**src/rtl/gear_pkg.sv**
```systemverilog
package gear_pkg;

    // Base-enable sequencer states
    typedef enum logic [1:0] {
        BS_DIRECT    = 2'd0,
        BS_HALF_IDLE = 2'd1,
        BS_HALF_FIRE = 2'd2
    } base_state_t;

    localparam int GEAR_W = 2;                       // width of one gear code
    localparam int CNT_W  = (1 << GEAR_W) - 1;       // counter width to reach the largest ratio
    localparam int N_DOM  = 2;                       // processor, peripheral

    // Last count value before wrap for a given gear code: 2**code - 1
    function automatic logic [CNT_W-1:0] wrap_value(input logic [GEAR_W-1:0] code);
        logic [CNT_W:0] one_hot;
        one_hot = '0;
        one_hot[code] = 1'b1;
        return CNT_W'(one_hot - 1'b1);
    endfunction

endpackage

```
**src/rtl/gear_reg.sv**
```systemverilog
module gear_reg #(
    parameter int          REG_W   = 8,
    parameter logic [7:0]  RST_VAL = 8'hFE
) (
    input  logic             clk,
    input  logic             rst_n,
    input  logic             wr_en,
    input  logic [REG_W-1:0] wr_data,
    output logic [REG_W-1:0] value
);

    always_ff @(posedge clk) begin
        if (!rst_n) begin
            value <= REG_W'(RST_VAL);
        end else if (wr_en) begin
            value <= wr_data;
        end
    end

endmodule

```
**src/rtl/base_seq.sv**
```systemverilog
module base_seq
    import gear_pkg::*;
(
    input  logic clk,
    input  logic rst_n,
    input  logic src_half,
    output logic base_en,
    output logic resync
);

    base_state_t state, state_nx;

    // state register
    always_ff @(posedge clk) begin
        if (!rst_n) begin
            state <= BS_DIRECT;
        end else begin
            state <= state_nx;
        end
    end

    // next state
    always_comb begin
        state_nx = state;
        unique case (state)
            BS_DIRECT:    state_nx = src_half ? BS_HALF_IDLE : BS_DIRECT;
            BS_HALF_IDLE: state_nx = src_half ? BS_HALF_FIRE : BS_DIRECT;
            BS_HALF_FIRE: state_nx = src_half ? BS_HALF_IDLE : BS_DIRECT;
            default:      state_nx = BS_DIRECT;
        endcase
    end

    // outputs
    always_comb begin
        base_en = 1'b0;
        resync  = 1'b0;
        unique case (state)
            BS_DIRECT: begin
                resync  = src_half;
                base_en = !src_half;
            end
            BS_HALF_IDLE: begin
                resync  = !src_half;
            end
            BS_HALF_FIRE: begin
                resync  = !src_half;
                base_en = src_half;
            end
            default: begin
                resync  = 1'b1;
            end
        endcase
    end

endmodule

```
**src/rtl/dom_div.sv**
```systemverilog
module dom_div
    import gear_pkg::*;
#(
    parameter logic [GEAR_W-1:0] RST_CODE = '1
) (
    input  logic              clk,
    input  logic              rst_n,
    input  logic              base_en,
    input  logic              resync,
    input  logic [GEAR_W-1:0] code,
    output logic              en_out
);

    logic [CNT_W-1:0]  cnt;
    logic [GEAR_W-1:0] code_q;
    logic              at_wrap;

    assign at_wrap = (cnt == wrap_value(code_q));
    assign en_out  = base_en && at_wrap;

    always_ff @(posedge clk) begin
        if (!rst_n) begin
            cnt    <= '0;
            code_q <= RST_CODE;
        end else if (resync) begin
            cnt    <= '0;
            code_q <= code;
        end else if (base_en) begin
            if (at_wrap) begin
                cnt    <= '0;
                code_q <= code;
            end else begin
                cnt    <= cnt + 1'b1;
            end
        end
    end

endmodule

```
**src/rtl/gear_clk_ctrl.sv**
```systemverilog
module gear_clk_ctrl
    import gear_pkg::*;
#(
    parameter int         REG_W   = 8,
    parameter int         CPU_LSB = 6,
    parameter int         PER_LSB = 2,
    parameter int         SRC_BIT = 0,
    parameter logic [7:0] RST_VAL = 8'hFE
) (
    input  logic             clk,
    input  logic             rst_n,
    input  logic             wr_en,
    input  logic [REG_W-1:0] wr_data,
    output logic [REG_W-1:0] rd_data,
    output logic             cpu_en,
    output logic             per_en
);

    localparam int FIELD_LSB [N_DOM] = '{CPU_LSB, PER_LSB};

    logic [REG_W-1:0] gear_q;
    logic             base_en;
    logic             resync;
    logic [N_DOM-1:0] dom_en;

    gear_reg #(.REG_W(REG_W), .RST_VAL(RST_VAL)) u_reg (
        .clk     (clk),
        .rst_n   (rst_n),
        .wr_en   (wr_en),
        .wr_data (wr_data),
        .value   (gear_q)
    );

    base_seq u_base (
        .clk      (clk),
        .rst_n    (rst_n),
        .src_half (gear_q[SRC_BIT]),
        .base_en  (base_en),
        .resync   (resync)
    );

    for (genvar d = 0; d < N_DOM; d++) begin : g_dom
        localparam int LSB = FIELD_LSB[d];
        dom_div #(.RST_CODE(RST_VAL[LSB +: GEAR_W])) u_div (
            .clk     (clk),
            .rst_n   (rst_n),
            .base_en (base_en),
            .resync  (resync),
            .code    (gear_q[LSB +: GEAR_W]),
            .en_out  (dom_en[d])
        );
    end

    assign rd_data = gear_q;
    assign cpu_en  = dom_en[0];
    assign per_en  = dom_en[1];

endmodule

```
**config.mk**
```make
export PLATFORM = sky130hd
export DESIGN_NAME = gear_clk_ctrl
export DESIGN_NICKNAME = d
export VERILOG_FILES = /design/src/rtl/gear_pkg.sv /design/src/rtl/gear_reg.sv /design/src/rtl/base_seq.sv /design/src/rtl/dom_div.sv /design/src/rtl/gear_clk_ctrl.sv
export SDC_FILE = /design/constraint.sdc
export NUM_CORES = 1
export LEC_CHECK = 0
export BUFFER_PORTS_ARGS = -buffer_cell sky130_fd_sc_hd__buf_2
export CORE_MARGIN = 2
export CORE_UTILIZATION = 50
export CTS_BUF_LIST = sky130_fd_sc_hd__clkbuf_8
export CTS_CLUSTER_SIZE = 12
export DETAILED_ROUTE_END_ITERATION = 8
export MAX_ROUTING_LAYER = met4
export PLACE_DENSITY = 0.77
export SYNTH_ARGS = -nofsm -noshare
export SYNTH_HDL_FRONTEND = slang
export SYNTH_SLANG_ARGS = --single-unit
```
**constraint.sdc**
```tcl
create_clock -name clk -period 1.57 [get_ports clk]
set_clock_uncertainty 0.05 [all_clocks]
set_input_delay 0.0785 -clock clk [delete_from_list [all_inputs] [get_ports clk]]
set_output_delay 0.0785 -clock clk [all_outputs]
set_load 0.005 [all_outputs]
```
==> results.ini, run 1 <==
[run_status]
status = finished, violations left
violations = setup timing

[yosys]
synthAdderAreaFrac_pct = 7.54
synth_top_area_share_pct = 40.2
synthXorXnorAreaFrac_pct = 6.16
synth-compound-area-share_pct = 11.3
syn_avg_cell_area_um2 = 9.31
synth_edf_count = 0
synth_top_cell_by_area = dfxtp_1
synth_area_um2 = 996
synth-simple-area-share_pct = 17.5
yosys-mux-area-fraction_pct = 13.2
seq_area_frac_synth_pct = 40.2
ys_warn_count = 0
synth.ff_latch_count = 20
syn_inst = 107
synth_top_family_by_area = simple AND/OR/NAND/NOR gates
synthTopCellsByArea = dfxtp_1 40%, mux2i_1 12%, ha_1 7.5%
synth_fp_nets = 124
ys_types = 29
synth-async-reset-ratio_pct = 0
synth_top_flop_cell = dfxtp_1

[placed_design]
gp_congestion = 0.787
placed_area_mm2 = 0.00119
io_buffers = 20
dp_hpwl_um = 1490
place_ws_ns = -0.0997

[cts]
htree_levels = 1
cts_tree = built
clockBufferDepth = 2
worstSkewPairLatency_ns = 0.26
cts_buffers = 3
cts_root_buf = clkbuf_8
clk_pin_slew_worst_paths_ns = 0.07
cts.sinks = 20

[grt]
grt_pass1_wl_um = 4310
grt_pass1_vias = 973
grt_max_degree = 15
antenna_found_initial = 0
grt_overflow = 0
grt_usage_pct = 24.4

[power_and_ir_drop]
total_power_w = 0.00130
ir_worst_vdd_mv = 0.707
power_density_mw_per_mm2 = 857
power_switching_w = 0.000369
swShare_pct = 28.4
power_frac_comb_pct = 23.7
power.clock.fraction_pct = 30.7
power.leakage_nw = 0.664
p_int_w = 0.000930
seqPwrFrac_pct = 45.7

[setup_path]
critical_path_arrival_ns = 1.52
cp.required_ns = 1.44
rr_startpoint = g_dom[0].u_div.code_q[0]
cp_max_fo = 4
path_class = reg2out
crit_path_end_kind = primary output
crit_start = g_dom[0].u_div.code_q[0]
cp-start-kind = flip-flop

[die]
die_w_um = 48.6
fp.dieH_um = 48.6
core_mm2 = 0.00192
pin_count = 21
die-area_mm2 = 0.00236
initial_core_util_pct = 51.8
rows = 16

[layout]
nNetsFinal = 168
area_growth_pct = 52.1
final_cell_area_mm2 = 0.00152
final_cell_mix = 20 x buf_2, 16 x buf_4, 14 x nand2_1
final_common_cell = buf_2
antenna_cells = 0
drive_gt1_share_pct = 47.3
utilization_pct = 78.8
n_fill_cell = 120

[worst_hold_path]
min_path_type = in2reg
hold_path_startpoint = wr_data[5]

[sta]
finalCritPeriodShare_pct = 105
hold_viol = 0
worst_slack_ns = -0.0821
drv_slew = 0
worstMarginPinSlew_ns = 0.287
setup_viol = 6
rsz0062_at_grt = true
finalCriticalPeriod_ns = 1.65
slew_headroom_pct = 80.5
timing.fmax_mhz = 605
whs_ns = 0.00207

[route]
vias = 980
ant_nets = 0
drt-total-wl_um = 2940
post_drt_wl_per_cell_um = 16.6
drcViolationCount = 0
drtIter0Drc = 29
vias_per_cell = 5.54
drt_pass1_iterations = 4

[run]
drv_cap = 0

[what timing repair did]
action                                 in CTS  in global routing
buffers inserted                            5                  2
endpoints found under the hold margin       6                  0
resized for setup                          20                 18
setup endpoints to repair                   9                 12
hold buffers                                6                  0
pin swaps                                   3                 10
[cell type report]
class,instances,area (um^2),area share (%)
clock buffer,4,55.1,3.63
inverter,3,13.8,0.908
multi-input combinational,78,686,45.3
sequential,20,413,27.3
tap,27,33.8,2.23
timing repair buffer,45,314,20.7
[power by group through the flow]
stage | sequential, W | combinational (W) | clock [W]
final | 0.000593 | 0.000307 | 0.000398
after global routing | 0.000598 | 0.000329 | 0.000425
after CTS | 0.000585 | 0.000271 | 0.000398
after detailed placement | 0.000593 | 0.000218 | 0
after global placement | 0.000591 | 0.000208 | 0
after floorplan | 0.000589 | 0.000141 | 0
[path summary, 6_finish.rpt]
path,to,slack [ns],cells past startpoint
worst max-delay path,cpu_en,-0.08,3
worst min-delay path,u_reg.value[5],0.002,3
worst max register to register,g_dom[0].u_div.code_q[0],-0.04,5
worst min register to register,u_reg.value[1],0.43,2
[critical path, cell delays in order, from the launching register on]
cell	delay [ns]
dfxtp_2	0.35
a2111o_1	0.48
a221oi_4	0.27
buf_2	0.16
[synth_stat cells, types with 2 or more instances]
master and count:
dfxtp_1 20, nand2_1 16, mux2i_1 12, nor2_1 9, ha_1 6, nor3_1 5
xnor2_1 5, buf_2 3, o21ai_1 3, a211oi_1 2, a21oi_1 2, clkbuf_1 2
inv_1 2, nand4_1 2, nor2b_1 2, o211ai_1 2, xor2_1 2
[metrics by stage]
step / instances / setup TNS, ns
detailed placement: 160 / -0.477
global placement: 160 / -0.0310
global route: 177 / -0.455
floorplan: 107 / 0
finish: 177 / -0.174
CTS: 175 / -0.126
[cells by family (layout without fill, tap and decap cells)]
logic type                 count (synthesis)  after routing
and+or+nand+nor                           38             38
muxes                                     13             13
xor gates and xnor gates                   7              7
AOI/OAI and AO/OA                         14             14
adders and majority gates                  6              6
buffers and inverters                      9             52
DFF                                       20             20
[routing by layer]
| layer | vias to the layer above | global-route usage [%] | wire length (um) |
|---|---|---|---|
| li1 | 457 | - | - |
| met4 | 0 | 10.0 | 150 |
| met1 | 471 | 28.6 | 1200 |
| met5 | - | - | 0 |
| met3 | 14 | 4.32 | 139 |
| met2 | 38 | 41.3 | 1440 |
[registers in the layout (all words and copies together), names as in the netlist]
name	flops
u_reg.value	8
u_base.state	2
g_dom.u_div.cnt	6
g_dom.u_div.code_q	4
No activity file was read; power rests on OpenSTA's default activity.
==> run 2: changes to the inputs <==
--- a/config.mk
+++ b/config.mk
@@ -5,6 +5,7 @@
 export SDC_FILE = /design/constraint.sdc
 export NUM_CORES = 1
 export LEC_CHECK = 0
+export ABC_AREA = 1
 export BUFFER_PORTS_ARGS = -buffer_cell sky130_fd_sc_hd__buf_2
 export CORE_MARGIN = 2
 export CORE_UTILIZATION = 50
@@ -12,7 +13,7 @@
 export CTS_CLUSTER_SIZE = 12
 export DETAILED_ROUTE_END_ITERATION = 8
 export MAX_ROUTING_LAYER = met4
-export PLACE_DENSITY = 0.77
+export PLACE_DENSITY = 0.73
 export SYNTH_ARGS = -nofsm -noshare
 export SYNTH_HDL_FRONTEND = slang
 export SYNTH_SLANG_ARGS = --single-unit
==> constraint.sdc (replaced) <==
create_clock -name clk -period 2 [get_ports clk]
set_clock_uncertainty 0.05 [all_clocks]
set_input_delay 0.1 -clock clk [delete_from_list [all_inputs] [get_ports clk]]
set_output_delay 0.1 -clock clk [all_outputs]
set_load 0.005 [all_outputs]
==> run 2 against run 1 <==
The run now ends clean. Sequential share of layout area grew 4.6 points. Combinational power shrank 37%. Register-to-register slack gained 0.51 ns. Total power fell by 26%. Cell area shrank 17%. First-iteration DRC count is 62% lower. Count of clock-buffer cells in the layout stayed put. Worst setup slack improved by 0.38 ns. Clock power shrank 23%. Non-clock buffer count is 23 lower. Via count down 5.3%. Area after synthesis up 6.9%. Highest routed layer unchanged.
==> results.ini, run 2 <==
[route]
drt_pass1_iterations = 4  ; unchanged
drcViolationCount = 0  ; unchanged
post_drt_wl_per_cell_um = 10.5  ; -37%
ant_nets = 0  ; unchanged
drtIter0Drc = 11  ; -62%
vias = 928  ; -5.3%
drt-total-wl_um = 2050  ; -30%
vias_per_cell = 4.76  ; -14%

[layout]
antenna_cells = 0  ; unchanged
area_growth_pct = 18.1
drive_gt1_share_pct = 23.2  ; -24 points
final_cell_mix = 45 x nand2_1, 20 x dfxtp_1, 20 x buf_2
reg_top3 = u_reg.value x8, g_dom.u_div.cnt x6, g_dom.u_div.code_q x4
nNetsFinal = 186  ; +11%
final_common_cell = nand2_1
largest_reg_flops = 8  ; unchanged
top_register = u_reg.value

[cts]
cts_buffers = 3  ; unchanged
post_cts_buffers = 0  ; -5
clockBufferDepth = 2  ; unchanged
cts.sinks = 20  ; unchanged
worstSkewPairLatency_ns = 0.26  ; about the same
clk_pin_slew_worst_paths_ns = 0.07  ; about the same
htree_levels = 1  ; unchanged
cts_hold_buf = 2  ; -4
cts_root_buf = clkbuf_8
cts_tree = built
cts_resized = 0  ; -100%

[die]
fp.dieH_um = 50.1  ; +3.1%
die_w_um = 50.1  ; +3.1%
initial_core_util_pct = 53.7  ; +1.9 points
die-area_mm2 = 0.00251  ; +6.3%
pin_count = 21  ; unchanged
core_mm2 = 0.00198  ; +3.1%
rows = 16  ; unchanged

[setup_path]
critical_path_arrival_ns = 1.56  ; +0.04 ns
crit_start = u_base.state[0]
cp-start-kind = flip-flop
path_class = reg2out
crit_path_end_kind = primary output
cp.required_ns = 1.85  ; +0.41 ns
cp_max_fo = 5  ; +1
rr_startpoint = u_base.state[0]

[sta]
hold_viol = 0  ; unchanged
drv_slew = 0  ; unchanged
slew_headroom_pct = 75.9  ; -4.6 points
setup_viol = 0  ; -6
rsz0062_at_grt = false
timing.fmax_mhz = 586
finalCritPeriodShare_pct = 85.3
finalCriticalPeriod_ns = 1.71
worstMarginPinSlew_ns = 0.360  ; +0.0730 ns
fin_setup_tns_ns = 0  ; +0.174 ns
whs_ns = 0.00401  ; +0.00194 ns

[yosys]
syn_avg_cell_area_um2 = 7.34  ; -21%
synth_top_cell_by_area = dfxtp_1
netlist_top_cells_count = 45 x nand2_1, 20 x dfxtp_1, 18 x inv_1
ys_types = 20  ; -31%
syn_inst = 145  ; +36%
synth-async-reset-ratio_pct = 0  ; unchanged
synth.ff_latch_count = 20  ; unchanged
synth.most_common_cell = nand2_1
synth_area_mm2 = 0.00106  ; +6.9%
synth_fp_nets = 162  ; +31%
synthTopCellsByArea = dfxtp_1 38%, nand2_1 16%, nand3_1 8.0%
synth_edf_count = 0  ; unchanged
ys_warn_count = 0  ; unchanged
seq_area_frac_synth_pct = 37.6  ; -2.6 points
synth_top_area_share_pct = 37.6  ; -2.6 points
synth_top_flop_cell = dfxtp_1

[grt]
grt_overflow = 0  ; unchanged
grt_max_degree = 14  ; -1
grt_pass1_wl_um = 3640  ; -16%
grt_usage_pct = 19.5  ; -4.9 points
grt_pass1_vias = 883  ; -9.2%
antenna_found_initial = 0  ; unchanged

[power_and_ir_drop]
power_density_mw_per_mm2 = 768  ; -10%
power.leakage_nw = 0.671  ; +0.97%
total_power_w = 0.000966  ; -26%
ir_worst_vdd_mv = 0.614  ; -13%

[worst_hold_path]
hold_path_startpoint = wr_data[5]
min_path_type = in2reg

[placed_design]
io_buffers = 20  ; unchanged
dp_hpwl_um = 1560  ; +4.4%
gp_congestion = 0.788  ; +0.13%

[run_status]
status = finished, final reports clean

[run]
drv_cap = 0  ; unchanged

run 2: cell families (layout without fill, tap and decap cells):
logic type      count (synthesis)  in the layout  share of synthesized area (%)
fa+ha+maj                       6              6                           7.05
xor+xnor                        3              3                           2.47
compound gates                  9              9                           4.23
buf+inv                        23             46                           8.58
flops                          20             20                           37.6
simple gates                   84             84                           40.1
run 2: power breakdown:
group	internal [W]	switching, W
registers	0.000431	0.0000327
logic	0.0000794	0.000114
clock network	0.000175	0.000133
total	0.000686	0.000280
run 2: area by class of cell:
class                   instances  area (um^2)
clock buffers                   4         55.1
fillers                       178          724
inverters                      20         75.1
multi-input cells             102          573
flip-flops and latches         20          400
well taps                      27         33.8
repair buffers                 22          120
run 2: final timing paths:
path / endpoint / slack (ns) / cells after the start
setup / recovery: cpu_en / 0.29 / 9
hold / removal: u_reg.value[5] / 0.004 / 3
setup reg to reg: g_dom[0].u_div.code_q[0] / 0.47 / 7
hold reg to reg: u_reg.value[4] / 0.41 / 2
run 2: metrics by stage:
step                std cells  cell area [um^2]  util [%]  setup WS (ns)
detailed placement        189              1180      59.7          0.475
finish                    195              1260      63.4          0.294
CTS                       195              1260      63.4          0.285
global placement          189              1180      59.7          0.572
floorplan                 145              1060         -          0.604
global route              195              1260      63.4          0.183
run 2: per-layer routing:
metal | vias to the layer above | global-route usage, % | routed length [um]
met5 | - | - | 0
met4 | 0 | 8.33 | 34
met3 | 4 | 3.57 | 77
met2 | 25 | 32.5 | 970
met1 | 408 | 22.9 | 968
li1 | 491 | - | -
run 2: critical path: stages (launching register included):
cell,delay (ns)
dfxtp_1,0.33
inv_1,0.09
ha_1,0.21
nand2_1,0.08
nand2_2,0.11
nand2_2,0.08
nor2_4,0.12
nand2_4,0.08
inv_1,0.07
buf_2,0.11
